$ cat config.mk
export PLATFORM = sky130hd
export DESIGN_NAME = jesd_lane_sync
export DESIGN_NICKNAME = d
export VERILOG_FILES = /design/src/rtl/jesd_lane_sync.sv
export SDC_FILE = /design/constraint.sdc
export NUM_CORES = 1
export LEC_CHECK = 0
export CORE_ASPECT_RATIO = 1.2
export CORE_MARGIN = 2
export CORE_UTILIZATION = 67
export DETAILED_ROUTE_END_ITERATION = 8
export DONT_BUFFER_PORTS = 1
export PLACE_DENSITY_LB_ADDON = 0.08
export REMOVE_ABC_BUFFERS = 1
export SLEW_MARGIN = 5
export SYNTH_ARGS = -nofsm -noshare
export SYNTH_HDL_FRONTEND = slang
export SYNTH_SLANG_ARGS = --single-unit
export TNS_END_PERCENT = 100
$ cat constraint.sdc
create_clock -name clk -period 7.5 [get_ports clk]
set_input_delay 1.5 -clock clk [delete_from_list [all_inputs] [get_ports clk]]
set_output_delay 1.5 -clock clk [all_outputs]
set_load 0.05 [all_outputs]
$ cat src/rtl/jesd_lane_sync.sv
module jesd_lane_sync #(
  parameter int F_OCT    = 2,
  parameter int K_FRM    = 16,
  parameter int CGS_NEED = 4,
  parameter int ILAS_MF  = 4,
  parameter int ERR_W    = 4
) (
  input  logic             clk,
  input  logic             rst_n,
  input  logic [7:0]       rx_octet,
  input  logic             rx_is_k,
  input  logic             rx_disp_err,
  input  logic             rx_nit_err,
  input  logic [ERR_W-1:0] err_thresh,
  output logic             sync_n,
  output logic             comma_align_en,
  output logic             link_up,
  output logic [7:0]       out_data,
  output logic             out_valid,
  output logic             out_sof,
  output logic             out_somf
);
  localparam int FP_W = (F_OCT > 1) ? $clog2(F_OCT) : 1;
  localparam int MF_W = (K_FRM > 1) ? $clog2(K_FRM) : 1;
  localparam int CG_W = $clog2(CGS_NEED + 1);
  localparam int IM_W = $clog2(ILAS_MF + 1);

  typedef enum logic [1:0] {S_CGS, S_WAIT, S_ILAS, S_DATA} st_t;

  st_t              state;
  logic             sync_q;
  logic [CG_W-1:0]  cgs_cnt;
  logic [IM_W-1:0]  mf_seen;
  logic [FP_W-1:0]  fpos;
  logic [MF_W-1:0]  mfpos;
  logic [ERR_W-1:0] err_cnt;
  logic [7:0]       last_q;

  wire             is_comma   = rx_is_k && (rx_octet == 8'hBC);
  wire             is_lane_end = rx_is_k && (rx_octet == 8'h7C);
  wire             is_frm_rep = rx_is_k && (rx_octet == 8'hFC);
  wire             at_last    = (fpos == FP_W'(F_OCT - 1));
  wire             marker_ok  = (is_lane_end || is_frm_rep) && at_last;
  wire             bad        = (state == S_DATA) && (rx_nit_err || (rx_is_k && !marker_ok));
  wire [ERR_W:0]   err_next   = {1'b0, err_cnt} + 1'b1;
  wire             trip       = bad && (err_next >= {1'b0, err_thresh});
  wire [7:0]       data_fix   = marker_ok ? last_q : rx_octet;

  assign sync_n         = sync_q;
  assign link_up        = (state == S_DATA);
  assign comma_align_en = (state != S_DATA);

  always_ff @(posedge clk or negedge rst_n) begin
    if (!rst_n) begin
      state     <= S_CGS;
      sync_q    <= 1'b0;
      cgs_cnt   <= '0;
      mf_seen   <= '0;
      fpos      <= '0;
      mfpos     <= '0;
      err_cnt   <= '0;
      last_q    <= '0;
      out_data  <= '0;
      out_valid <= 1'b0;
      out_sof   <= 1'b0;
      out_somf  <= 1'b0;
    end else begin
      out_valid <= (state == S_DATA);
      out_sof   <= (state == S_DATA) && (fpos == '0);
      out_somf  <= (state == S_DATA) && (fpos == '0) && (mfpos == '0);
      out_data  <= data_fix;
      case (state)
        S_CGS: begin
          if (is_comma && !rx_disp_err && !rx_nit_err) begin
            if (cgs_cnt == CG_W'(CGS_NEED - 1)) begin
              state   <= S_WAIT;
              sync_q  <= 1'b1;
              cgs_cnt <= '0;
            end else begin
              cgs_cnt <= cgs_cnt + 1'b1;
            end
          end else begin
            cgs_cnt <= '0;
          end
        end
        S_WAIT: begin
          if (!is_comma) begin
            state   <= S_ILAS;
            mf_seen <= '0;
          end
        end
        S_ILAS: begin
          if (is_lane_end) begin
            if (mf_seen == IM_W'(ILAS_MF - 1)) begin
              state   <= S_DATA;
              fpos    <= '0;
              mfpos   <= '0;
              err_cnt <= '0;
            end else begin
              mf_seen <= mf_seen + 1'b1;
            end
          end
        end
        S_DATA: begin
          if (at_last) begin
            fpos   <= '0;
            last_q <= data_fix;
            mfpos  <= (mfpos == MF_W'(K_FRM - 1)) ? '0 : mfpos + 1'b1;
          end else begin
            fpos <= fpos + 1'b1;
          end
          if (bad) begin
            if (trip) begin
              state   <= S_CGS;
              sync_q  <= 1'b0;
              cgs_cnt <= '0;
            end else begin
              err_cnt <= err_next[ERR_W-1:0];
            end
          end
        end
        default: state <= S_CGS;
      endcase
    end
  end

  a_r2_release_on_clean_comma: assert property (@(posedge clk) disable iff (!rst_n)
    $rose(sync_n) |-> $past(is_comma && !rx_disp_err && !rx_nit_err));

  a_r4_data_after_lane_end: assert property (@(posedge clk) disable iff (!rst_n)
    $rose(link_up) |-> $past(is_lane_end));

  a_r8_no_realign_with_output: assert property (@(posedge clk) disable iff (!rst_n)
    (out_valid && sync_n) |-> !comma_align_en);

  a_r5_sof_spacing: assert property (@(posedge clk) disable iff (!rst_n)
    ((F_OCT > 1) && out_sof) |=> !out_sof);

  a_r9_drop_only_from_data: assert property (@(posedge clk) disable iff (!rst_n)
    $fell(sync_n) |-> $past(link_up));
endmodule

==> reports/metrics.sh, run 1 <==
GRT_MAX_DEGREE=38
COMB_POWER_SHARE_PCT=37.4
CORE-AREA_MM2=0.00273
FIRST_ITER_VIOLATIONS=41
UNREPAIRED_SETUP_ENDPOINTS_AFTER_GLOBAL_ROUTING='false'
ROOT_BUFFER_CELL='sky130_fd_sc_hd__clkbuf_4'
WORSTSKEWPAIRLATENCY_NS=0.34
CLOCK_SKEW_NS=0.00607
ANTENNA_VIOLATIONS_BEFORE_REPAIR=0
GRT.MET2_USAGE_PCT=40.0
PATH_MAX_FANOUT=5
CRIT-REG2REG-LAUNCH='err_cnt[0]$_DFFE_PN0P_'
TIMING.HOLD.WORST.START='mf_seen[0]$_DFFE_PN0P_'
SYNTH-SEQ-AREA-SHARE_PCT=49.1
FIN_TNS_SETUP_NS=0
PERIOD_MINUS_SLACK_NS=3.04
NUMPLACEDINSTANCES=205
CRIT_PATH_END_KIND='flop'
WORST_PATH_DOMINANT_CELL_FAMILY='compound AO/OA/AOI/OAI gates'
FINAL_NETS=210
CTS_NUM_SINKS=37
INSERTEDDIODECOUNT=0
FINAL.HOLD.WORST_SLACK_NS=0.497
BUSIEST_METAL_LAYER_AFTER_GLOBAL_ROUTING='met2'
CLK_TRANSITION_REPORTED_PATHS_NS=0.11
POSTCTSSETUPBUFFERS=0
WORST_PATH_MAX_DELAY_CELL='sky130_fd_sc_hd__o21ai_0'
PORT_BUFFERS=0
VIAS=1315
CPPEAKSTAGEDELAY_NS=0.39
SYN_TO_FINAL_GROWTH_PCT=5.18
OUTCOME='finished clean'
CTS_MAX_LEVEL=2
GLOBAL_ROUTE_WIRE_LENGTH_BEFORE_REPAIR_UM=5880
HOLD_VIOLATIONS=0
DIEAREA_MM2=0.00326
SETUP_VIOL=0
SHARE_CLK_OF_TOTAL_POWER_PCT=14.4
FINAL_CRITICAL_PATH_SHARE_OF_THE_CLOCK_PERIOD_PCT=40.5
TOP_LEVEL_PORTS=31
SLEW_VIOL_FINAL=0
CLOCK.FMAX_GHz=0.329
WORST_SLEW_MARGIN_RELATIVE_TO_ITS_LIMIT_PCT=57.3
SEQUENTIALPOWERSHARE_PCT=48.2
WORST_SETUP_PATH_STARTPOINT='err_thresh[0]'
CTS_HOLD_BUF=0
POWER.SHARE.SWITCHING_PCT=43.4
DETAIL-ROUTE-ANTENNA-NETS=0
NETSWITCHINGPOWER_W=0.000311
POSTCTSRESIZEDCELLS=0
FIRST_GLOBAL_VIAS=1333
IR_WORST_VDD_mV=0.250
HOLDCRITPATHCLASS='flop to flop'
CELLLEAKAGEPOWER_nW=0.941
GRT.MET3_USAGE_PCT=7.93
DRT-PASS1-ITER-COUNT=4
CLK_PATH_BUF_DEPTH=2
PLACEMENTROWS=21
POST-ROUTE-DRC-COUNT=0
DIE_H_UM=62.1
TIMING.MAX_CAP.VIOLATIONS=0
FLIP_FLOP_AND_LATCH_COUNT_AFTER_SYNTHESIS=37
POWER-PER-CELL-AREA_mW_PER_MM2=361
CTS_TREE='built'
PATH_CLASS='input port to flop'
NETLIST_AREA_MM2=0.00189
SYNTHDISTINCTLIBCELLS=39
GROUTE.LAYER.MET1.USAGE_PCT=28.9
NUMBER_OF_SYNTHESIS_WARNINGS=0
SYN_INST=172
LAYOUT-DRIVE-GT1-SHARE_PCT=12.8
POWER_REPORT.INTERNAL_TOTAL_W=0.000405
AVGSYNTHCELLAREA_UM2=11.0
WORSTPATHBUFFERINVERTERCOUNT=0
PLACE.GP.CONGESTION=0.860
DETAILEDPLACEMENTHPWL_UM=2600
ROUTED_VIA_DENSITY=6.17
WL_PER_CELL_UM=16.3
CRIT_CHAIN='ha_1 > nand2b_1 > a211oi_1 > o21ai_0 > a21oi_1 > nor4_2 > mux2_2'
START_UTIL_PCT=69.0
WORST_EP_REQUIRED_TIME_NS=7.73
NUMCTSBUFFERS=5
STARTPOINT_TYPE='input port'
WL_UM=3470
CRITICAL_PATH_ARRIVAL_NS=3.27
DIEWIDTH_UM=52.4
POST_LAYOUT_NONFILLER_INSTANCES=213
TIGHTEST_SLEW_NS=0.640
GLOBALROUTE.TOTALOVERFLOW=0
GLOBAL_ROUTE.USAGE.TOTAL_PCT=24.2
## cells in the final DEF (no fill, tap or decap), types with 2 or more instances in the layout
| master | n |
|---|---|
| sky130_fd_sc_hd__nor2_1 | 6 |
| sky130_fd_sc_hd__a21o_1 | 5 |
| sky130_fd_sc_hd__nand4_1 | 2 |
| sky130_fd_sc_hd__a21oi_1 | 3 |
| sky130_fd_sc_hd__clkbuf_4 | 5 |
| sky130_fd_sc_hd__o31ai_1 | 2 |
| sky130_fd_sc_hd__nor3_1 | 2 |
| sky130_fd_sc_hd__mux2_2 | 11 |
| sky130_fd_sc_hd__mux2i_1 | 3 |
| sky130_fd_sc_hd__dfrtp_1 | 37 |
| sky130_fd_sc_hd__a22o_1 | 4 |
| sky130_fd_sc_hd__ha_1 | 15 |
| sky130_fd_sc_hd__nand3_1 | 5 |
| sky130_fd_sc_hd__o21ai_0 | 10 |
| sky130_fd_sc_hd__nand2_1 | 21 |
| sky130_fd_sc_hd__nand2b_1 | 4 |
| sky130_fd_sc_hd__inv_1 | 13 |
| sky130_fd_sc_hd__a31oi_1 | 2 |
| sky130_fd_sc_hd__o21a_1 | 5 |
| sky130_fd_sc_hd__clkinv_2 | 2 |
## power by group through the flow
| stage | Clock [W] | Combinational [W] | Sequential (W) |
|---|---|---|---|
| floorplan | 0 | 0.000219 | 0.000336 |
| global placement | 0 | 0.000252 | 0.000344 |
| detailed placement | 0 | 0.000269 | 0.000349 |
| CTS | 0.000104 | 0.000269 | 0.000345 |
| global route | 0.000113 | 0.000298 | 0.000352 |
| finish | 0.000103 | 0.000267 | 0.000345 |
## cells in the mapped netlist
master	n	area, µm²
sky130_fd_sc_hd__a21o_1	5	37.5
sky130_fd_sc_hd__a21oi_1	3	15.0
sky130_fd_sc_hd__nand3_1	5	25.0
sky130_fd_sc_hd__nor4b_1	1	8.76
sky130_fd_sc_hd__mux2i_1	3	30.0
sky130_fd_sc_hd__nor4b_4	1	23.8
sky130_fd_sc_hd__clkbuf_1	2	7.51
sky130_fd_sc_hd__nor2_1	6	22.5
sky130_fd_sc_hd__nand2b_1	4	25.0
sky130_fd_sc_hd__inv_1	13	48.8
sky130_fd_sc_hd__ha_1	15	188
sky130_fd_sc_hd__a211oi_1	1	7.51
sky130_fd_sc_hd__or3_1	1	6.26
sky130_fd_sc_hd__o31ai_1	2	15.0
sky130_fd_sc_hd__a22oi_1	1	7.51
sky130_fd_sc_hd__a31oi_1	2	12.5
sky130_fd_sc_hd__nor3_1	2	10.0
sky130_fd_sc_hd__and4_1	1	8.76
sky130_fd_sc_hd__or4b_1	1	10.0
sky130_fd_sc_hd__and3_1	1	6.26
sky130_fd_sc_hd__nand2_1	21	78.8
sky130_fd_sc_hd__o21a_1	5	37.5
sky130_fd_sc_hd__or4_1	1	7.51
sky130_fd_sc_hd__and2_1	1	6.26
sky130_fd_sc_hd__nor4bb_1	1	10.0
sky130_fd_sc_hd__o21ai_1	1	5.00
sky130_fd_sc_hd__o32a_1	1	10.0
sky130_fd_sc_hd__dfrtp_1	37	926
sky130_fd_sc_hd__nor3b_2	1	12.5
sky130_fd_sc_hd__nand4_1	2	12.5
sky130_fd_sc_hd__o21ai_0	10	50.1
sky130_fd_sc_hd__o31a_1	1	8.76
sky130_fd_sc_hd__xnor2_1	1	8.76
sky130_fd_sc_hd__nor4_2	1	12.5
sky130_fd_sc_hd__a22o_1	4	35.0
sky130_fd_sc_hd__mux2_2	11	124
sky130_fd_sc_hd__and4b_1	1	10.0
sky130_fd_sc_hd__xor2_1	1	8.76
sky130_fd_sc_hd__o22ai_1	1	6.26
## layout make-up
type                       instances  area, µm²
sequential                        37        926
clock buffer                       5       37.5
tap                               34       42.5
fill                             206        749
multi-input combinational        120        903
timing repair buffer               1       7.51
inverter                          13       48.8
clock inverter                     3       17.5
## path summary, 6_finish.rpt
kind	end	slack [ns]	cells after the start
setup / recovery	state[1]$_DFFE_PN0P_	4.46	7
max in group asynchronous	mf_seen[1]$_DFFE_PN0P_	6.57	0
min in group asynchronous	at_last$_DFFE_PN0P_	0.84	0
hold reg to reg	mf_seen[0]$_DFFE_PN0P_	0.50	1
hold / removal	mf_seen[0]$_DFFE_PN0P_	0.50	1
setup reg to reg	state[1]$_DFFE_PN0P_	4.82	8
## through the flow
step	power [W]	setup slack, ns	util (%)	cell area [µm²]
after floorplan	0.000555	4.29	-	1880
after global placement	0.000596	4.19	70.6	1930
after detailed placement	0.000618	4.10	70.6	1930
after CTS	0.000718	4.48	72.6	1980
after global routing	0.000763	4.34	72.6	1980
final	0.000715	4.46	72.6	1980
## registers in the layout, indices dropped and copies added (netlist names)
name / cells
cgs_cnt: 3
out_valid: 1
mfpos: 4
out_data: 8
out_somf: 1
at_last: 1
out_sof: 1
mf_seen: 3
err_cnt: 4
state: 2
last_q: 8
sync_n: 1
## cells by family after synthesis
family                   share of synthesized area, %
adder cells (fa/ha/maj)                          9.95
multiplexers                                     8.16
AO/OA/AOI/OAI                                    13.1
buffers and inverters                            2.99
XOR/XNOR                                        0.929
AND/OR/NAND/NOR                                  15.7
flip-flops                                       49.1
## worst reg2reg max path, stage by stage, from the launching register on
cell	delay [ns]
sky130_fd_sc_hd__dfrtp_1	0.45
sky130_fd_sc_hd__ha_1	0.26
sky130_fd_sc_hd__xor2_1	0.17
sky130_fd_sc_hd__ha_1	0.27
sky130_fd_sc_hd__o21ai_0	0.06
sky130_fd_sc_hd__o21ai_0	0.38
sky130_fd_sc_hd__a21oi_1	0.24
sky130_fd_sc_hd__nor4_2	0.37
sky130_fd_sc_hd__mux2_2	0.38
## layer usage
metal	vias up	part of all wire (%)
li1	631	-
met1	642	41
met2	36	52
met3	6	5.7
met4	0	1.5
met5	-	0
Power figures use the tool's default switching activity.
==> run 2: changes to the inputs <==
Settings changed: CORE_UTILIZATION 67 to 56.
Clock period 7.5 ns to 2.6 ns, I/O delays scaled along.
==> run 2 against run 1 <==
  * Clock power rose to 5.7 times the previous value
  * Critical path depth up 1
  * Non-clock buffer count up 4
  * Critical endpoint is now state[0]$_DFFE_PN0P_
  * Largest cell class unchanged
==> reports/metrics.sh, run 2 (synthesis gave the netlist of run 1 again) <==
OUTCOME='finished clean'
DETAILEDPLACEMENTHPWL_UM=2550
CORE-AREA_MM2=0.00328
GROUTE.LAYER.MET1.USAGE_PCT=22.8
SETUP_VIOL=0
CTS_MAX_LEVEL=2
GLOBALROUTE.TOTALOVERFLOW=0
GLOBAL_ROUTE.USAGE.TOTAL_PCT=20.5
GRT.MET3_USAGE_PCT=5.75
GRT_MAX_DEGREE=38
SHARE_CLK_OF_TOTAL_POWER_PCT=24.4
FINALPOWER_W=0.00239
CLK_PATH_BUF_DEPTH=2
NFILLCELLS=276
CTS_TREE='built'
HOLD_VIOLATIONS=0
TIMING.MAX_CAP.VIOLATIONS=0
PORT_BUFFERS=0
GRT.MET2_USAGE_PCT=35.9
FIRST_GLOBAL_VIAS=1305
SYN_TO_FINAL_GROWTH_PCT=11.8
DIE_H_UM=67.6
FINAL_NETS=214
WORSTSKEWPAIRLATENCY_NS=0.29
PATH_CLASS='flop to flop'
PATH_MAX_FANOUT=5
STARTPOINT_TYPE='flop'
TOP_LEVEL_PORTS=31
WORST_PATH_MAX_DELAY_CELL='sky130_fd_sc_hd__dfrtp_1'
NETSWITCHINGPOWER_W=0.000916
POWER.SHARE.SWITCHING_PCT=38.3
DRT-PASS1-ITER-COUNT=4
POWER_REPORT.INTERNAL_TOTAL_W=0.00148
HOLDCRITPATHCLASS='input port to asynchronous set/reset pin'
FIN_TNS_SETUP_NS=0
ROUTED_VIA_DENSITY=5.98
DIEAREA_MM2=0.00385
TOP_REGS='last_q: 8 flops, out_data: 8 flops'
INSERTEDDIODECOUNT=0
PERIOD_MINUS_SLACK_NS=2.43
CLOCK_SKEW_NS=0.00998
CPPEAKSTAGEDELAY_NS=0.42
WL_PER_CELL_UM=15.9
ANTENNA_VIOLATIONS_BEFORE_REPAIR=0
WORST_SLEW_MARGIN_RELATIVE_TO_ITS_LIMIT_PCT=60.6
LAYOUT-DRIVE-GT1-SHARE_PCT=14.8
WORSTPATHBUFFERINVERTERCOUNT=0
FIRST_ITER_VIOLATIONS=27
CTS_NUM_SINKS=37
SEQUENTIALPOWERSHARE_PCT=41.6
UNREPAIRED_SETUP_ENDPOINTS_AFTER_GLOBAL_ROUTING='false'
CLOCK.FMAX_GHz=0.412
CELLLEAKAGEPOWER_nW=1.00
PLACE.GP.CONGESTION=0.806
IR_WORST_VDD_mV=0.691
CRIT_PATH_END_KIND='flop'
DETAIL-ROUTE-ANTENNA-NETS=0
CRITICAL_PATH_ARRIVAL_NS=2.60
DIEWIDTH_UM=57.0
BUSIEST_METAL_LAYER_AFTER_GLOBAL_ROUTING='met2'
CLK_TRANSITION_REPORTED_PATHS_NS=0.08
WORST_EP_REQUIRED_TIME_NS=2.77
GLOBAL_ROUTE_WIRE_LENGTH_BEFORE_REPAIR_UM=5900
CRIT_CHAIN='ha_1 > xor2_1 > ha_1 > o21ai_0 > o21ai_0 > a21oi_1 > or3_1 > o32a_1'
WORST_PATH_DOMINANT_CELL_FAMILY='compound AO/OA/AOI/OAI gates'
TIGHTEST_SLEW_NS=0.585
FINAL_CELL_MIX='sky130_fd_sc_hd__dfrtp_1, sky130_fd_sc_hd__nand2_1, sky130_fd_sc_hd__ha_1'
SLEW_VIOL_FINAL=0
POWER-PER-CELL-AREA_mW_PER_MM2=1130
WL_UM=3500
ROOT_BUFFER_CELL='sky130_fd_sc_hd__clkbuf_8'
FINAL_CRITICAL_PATH_SHARE_OF_THE_CLOCK_PERIOD_PCT=93.3
VIAS=1315
POSTCTSSETUPBUFFERS=0
POSTCTSRESIZEDCELLS=0
LAYOUT.CELLS.MOST_COMMON='sky130_fd_sc_hd__dfrtp_1'
START_UTIL_PCT=57.5
COMB_POWER_SHARE_PCT=34.0
PLACEMENTROWS=23
POST-ROUTE-DRC-COUNT=0
NUMCTSBUFFERS=5
[run 2: changes by cell type in the layout (fill, tap and decap cells not counted)]
cell,change
sky130_fd_sc_hd__clkinvlp_4,-1
sky130_fd_sc_hd__clkbuf_8,+5
sky130_fd_sc_hd__buf_4,+3
sky130_fd_sc_hd__buf_12,+1
sky130_fd_sc_hd__clkinv_2,-1
sky130_fd_sc_hd__clkbuf_4,-5
sky130_fd_sc_hd__bufinv_16,+2
[run 2: area by class of cell]
type	instances	area, µm²	share of cell area, %
Clock inverter	3	65.1	3.09
Tap cell	37	46.3	2.20
Sequential cell	37	926	43.9
Multi-Input combinational cell	120	903	42.8
Timing Repair Buffer	5	50.0	2.37
Inverter	13	48.8	2.31
Clock buffer	5	68.8	3.26
[run 2: per-stage QoR]
step	hold slack [ns]	setup WS [ns]	area (µm²)	instances	util, %
after global routing	0.0686	0.00515	2110	220	64.3
final	0.0579	0.174	2110	220	64.3
after detailed placement	0.225	0.180	1950	211	59.6
after global placement	0.225	0.270	1950	211	59.6
after CTS	0.0617	0.154	2110	220	64.3
after floorplan	0.224	0.179	1880	170	-
[run 2: power groups by stage]
stage               Sequential, W  Combinational [W]  Clock [W]
CTS                      0.000994           0.000823   0.000595
detailed placement        0.00101           0.000801          0
global placement         0.000993           0.000766          0
global route              0.00102           0.000916   0.000618
finish                   0.000995           0.000814   0.000583
floorplan                0.000970           0.000631          0
[run 2: repair_timing]
action	in CTS	in global routing
hold buffers	1	0
endpoints found under the hold margin	37	0
endpoints found under the setup margin	0	1
[run 2: worst paths after layout]
| path | startpoint | to | slack, ns | depth (start not counted) |
|---|---|---|---|---|
| max | err_cnt[0]$_DFFE_PN0P_ | state[0]$_DFFE_PN0P_ | 0.17 | 8 |
| min | rst_n | last_q[5]$_DFFE_PN0P_ | 0.06 | 1 |
| max reg2reg | err_cnt[0]$_DFFE_PN0P_ | state[0]$_DFFE_PN0P_ | 0.17 | 8 |
| min reg2reg | last_q[7]$_DFFE_PN0P_ | out_data[7]$_DFF_PN0_ | 0.50 | 2 |
| max in group asynchronous | rst_n | cgs_cnt[1]$_DFFE_PN0P_ | 2.35 | 1 |
| min in group clk | rx_octet[1] | out_data[1]$_DFF_PN0_ | 0.34 | 1 |
[run 2: layer usage]
metal	part of all wire [%]	vias up
met2	52	44
met4	2.2	0
met5	0	-
li1	-	631
met1	40	631
met3	6.2	9
==> run 3: changes to the inputs <==
Settings changed: REMOVE_ABC_BUFFERS 1 to unset.
==> run 3 against run 2 <==
  * Worst setup slack worse by 0.051 ns
  * Routed wire length is 2.8% lower
  * Global-route usage is 0.42 points lower
  * Critical path depth stayed put
  * Combinational power is 0.7% lower
  * Critical path type unchanged
  * Die area stayed put
  * Total power is 6.7% lower
  * Largest cell class unchanged
==> reports/metrics.sh, run 3 (synthesis gave the netlist of run 1 again) <==
OUTCOME='finished clean'
START_UTIL_PCT=57.5
DRT-PASS1-ITER-COUNT=4
BUSIEST_METAL_LAYER_AFTER_GLOBAL_ROUTING='met2'
POST_LAYOUT_NONFILLER_INSTANCES=219
PLACEMENTROWS=23
TOP_LEVEL_PORTS=31
HOLD_VIOLATIONS=0
AREA_OF_COMBINATIONAL_CELLS_WITH_MULTIPLE_INPUTS_UM2=903
GRT.MET3_USAGE_PCT=5.94
DIEAREA_MM2=0.00385
CTS_NUM_SINKS=37
DETAIL-ROUTE-ANTENNA-NETS=0
NFILLCELLS=281
DIE_H_UM=67.6
CELLLEAKAGEPOWER_nW=0.983
IR_WORST_VDD_mV=0.776
TOP_REGS='last_q: 8 flops, out_data: 8 flops'
GLOBALROUTE.TOTALOVERFLOW=0
DETAILEDPLACEMENTHPWL_UM=2500
UNREPAIRED_SETUP_ENDPOINTS_AFTER_GLOBAL_ROUTING='false'
CLK_TRANSITION_REPORTED_PATHS_NS=0.07
SEQ_CELL_AREA_UM2=926
DIEWIDTH_UM=57.0
GRT.MET2_USAGE_PCT=32.9
LAYOUT-DRIVE-GT1-SHARE_PCT=14.3
WL_PER_CELL_UM=15.5
ROUTED_VIA_DENSITY=6.00
FIRST_ITER_VIOLATIONS=45
SLEW_VIOL_FINAL=0
PORT_BUFFERS=0
FIN_TNS_SETUP_NS=0
FINAL_CRITICAL_PATH_SHARE_OF_THE_CLOCK_PERIOD_PCT=95.3
ROOT_BUFFER_CELL='sky130_fd_sc_hd__clkbuf_8'
PATH_MAX_FANOUT=5
TIGHTEST_SLEW_NS=0.575
PERIOD_MINUS_SLACK_NS=2.48
REG2REG_SETUP_SLACK_NS=0.12
PATH_CLASS='flop to flop'
GLOBAL_ROUTE_WIRE_LENGTH_BEFORE_REPAIR_UM=5860
POST-ROUTE-DRC-COUNT=0
CRIT_PATH_END_KIND='flop'
NUMPLACEDINSTANCES=210
VIAS=1315
SYN_TO_FINAL_GROWTH_PCT=9.69
CORE-AREA_MM2=0.00328
WORSTSKEWPAIRLATENCY_NS=0.28
WORST_SLEW_MARGIN_RELATIVE_TO_ITS_LIMIT_PCT=61.3
NUMCTSBUFFERS=5
TIMING.MAX_CAP.VIOLATIONS=0
LAYOUT.CELLS.MOST_COMMON='sky130_fd_sc_hd__dfrtp_1'
POWER-PER-CELL-AREA_mW_PER_MM2=1080
CRITICAL_PATH_ARRIVAL_NS=2.65
CLK_PATH_BUF_DEPTH=2
WORST_PATH_MAX_DELAY_CELL='sky130_fd_sc_hd__dfrtp_1'
CRIT_CHAIN='ha_1 > xor2_1 > ha_1 > o21ai_0 > o21ai_0 > a21oi_1 > or3_1 > o32a_1'
CTS_TREE='built'
SETUP_VIOL=0
WL_UM=3400
FINAL_CELL_MIX='sky130_fd_sc_hd__dfrtp_1, sky130_fd_sc_hd__nand2_1, sky130_fd_sc_hd__ha_1'
CRIT-REG2REG-CAPTURE='state[0]$_DFFE_PN0P_'
GLOBAL_ROUTE.USAGE.TOTAL_PCT=20.0
INSERTEDDIODECOUNT=0
HOLDCRITPATHCLASS='input port to asynchronous set/reset pin'
WORSTREGTOREGCELLS=8
CLOCK_SKEW_NS=0.00404
CTS_MAX_LEVEL=2
CPPEAKSTAGEDELAY_NS=0.43
WORST_EP_REQUIRED_TIME_NS=2.77
FIRST_GLOBAL_VIAS=1279
GROUTE.LAYER.MET1.USAGE_PCT=25.2
GRT_MAX_DEGREE=38
PLACE.GP.CONGESTION=0.800
CRIT-REG2REG-LAUNCH='err_cnt[0]$_DFFE_PN0P_'
POSTCTSRESIZEDCELLS=0
SYNTH_NETS=204
STARTPOINT_TYPE='flop'
CLOCK.FMAX_GHz=0.404
FINAL_NETS=213
ANTENNA_VIOLATIONS_BEFORE_REPAIR=0
[run 3: cell types whose count changed in the layout (fill, tap and decap cells not counted), sizes merged]
cell | previous run | this run
buf | 5 | 4
bufinv | 2 | 0
clkbuf | 5 | 7
[run 3: worst max path at each step]
| stage | end | slack (ns) | depth (start not counted) | from |
|---|---|---|---|---|
| after global routing | state[1]$_DFFE_PN0P_ | 0.06 | 8 | err_cnt[0]$_DFFE_PN0P_ |
| after detailed placement | state[1]$_DFFE_PN0P_ | 0.15 | 8 | err_cnt[0]$_DFFE_PN0P_ |
| after CTS | state[1]$_DFFE_PN0P_ | 0.1 | 8 | err_cnt[0]$_DFFE_PN0P_ |
| after floorplan | state[1]$_DFFE_PN0P_ | 0.13 | 6 | state[0]$_DFFE_PN0P_ |
| final | state[0]$_DFFE_PN0P_ | 0.12 | 8 | err_cnt[0]$_DFFE_PN0P_ |
| after global placement | state[1]$_DFFE_PN0P_ | 0.27 | 8 | err_cnt[0]$_DFFE_PN0P_ |
[run 3: area by class of cell]
| cell class | count | share of cell area, % |
|---|---|---|
| sequential | 37 | 44.8 |
| multi-input combinational | 120 | 43.7 |
| clock buffer | 7 | 4.66 |
| inverter | 13 | 2.36 |
| tap | 37 | 2.24 |
| timing repair buffer | 4 | 2.06 |
| clock inverter | 1 | 0.242 |
[run 3: stage by stage]
step	total power (W)	setup slack, ns	util [%]	area, µm²	hold WS [ns]
2_1_floorplan	0.00161	0.134	-	1890	0.224
3_3_place_gp	0.00175	0.275	59.3	1950	0.225
3_5_place_dp	0.00179	0.149	59.3	1950	0.225
4_1_cts	0.00225	0.0980	63.0	2070	0.0726
5_1_grt	0.00239	0.0631	63.0	2070	0.0724
6_report	0.00223	0.123	63.0	2070	0.0728
[run 3: where the power goes]
part / switching (W) / internal (W) / total, W
combinational: 0.000456 / 0.000352 / 0.000808
clock: 0.000191 / 0.000239 / 0.000430
sequential: 0.000258 / 0.000736 / 0.000994
total: 0.000904 / 0.00133 / 0.00223
[run 3: metal layers]
| layer | up-vias | share of wire, % |
|---|---|---|
| li1 | 628 | - |
| met1 | 648 | 43 |
| met2 | 33 | 51 |
| met3 | 6 | 5.2 |
| met4 | 0 | 1.4 |
| met5 | - | 0 |
[run 3: worst max-delay path, delay by kind of cell, from the launching register on]
| kind | cells | cell delay [ns] |
|---|---|---|
| DFF | 1 | 0.43 |
| adders and majority gates | 2 | 0.54 |
| and+or+nand+nor | 1 | 0.39 |
| AOI/OAI and AO/OA | 4 | 0.83 |
| xor gates and xnor gates | 1 | 0.18 |
[run 3: repair_timing]
item | 4_1_cts | 5_1_grt
hold buffers | 1 | 0
setup buffers | 0 | 0
endpoints found under the setup margin | 0 | 1
endpoints found under the hold margin | 37 | 0
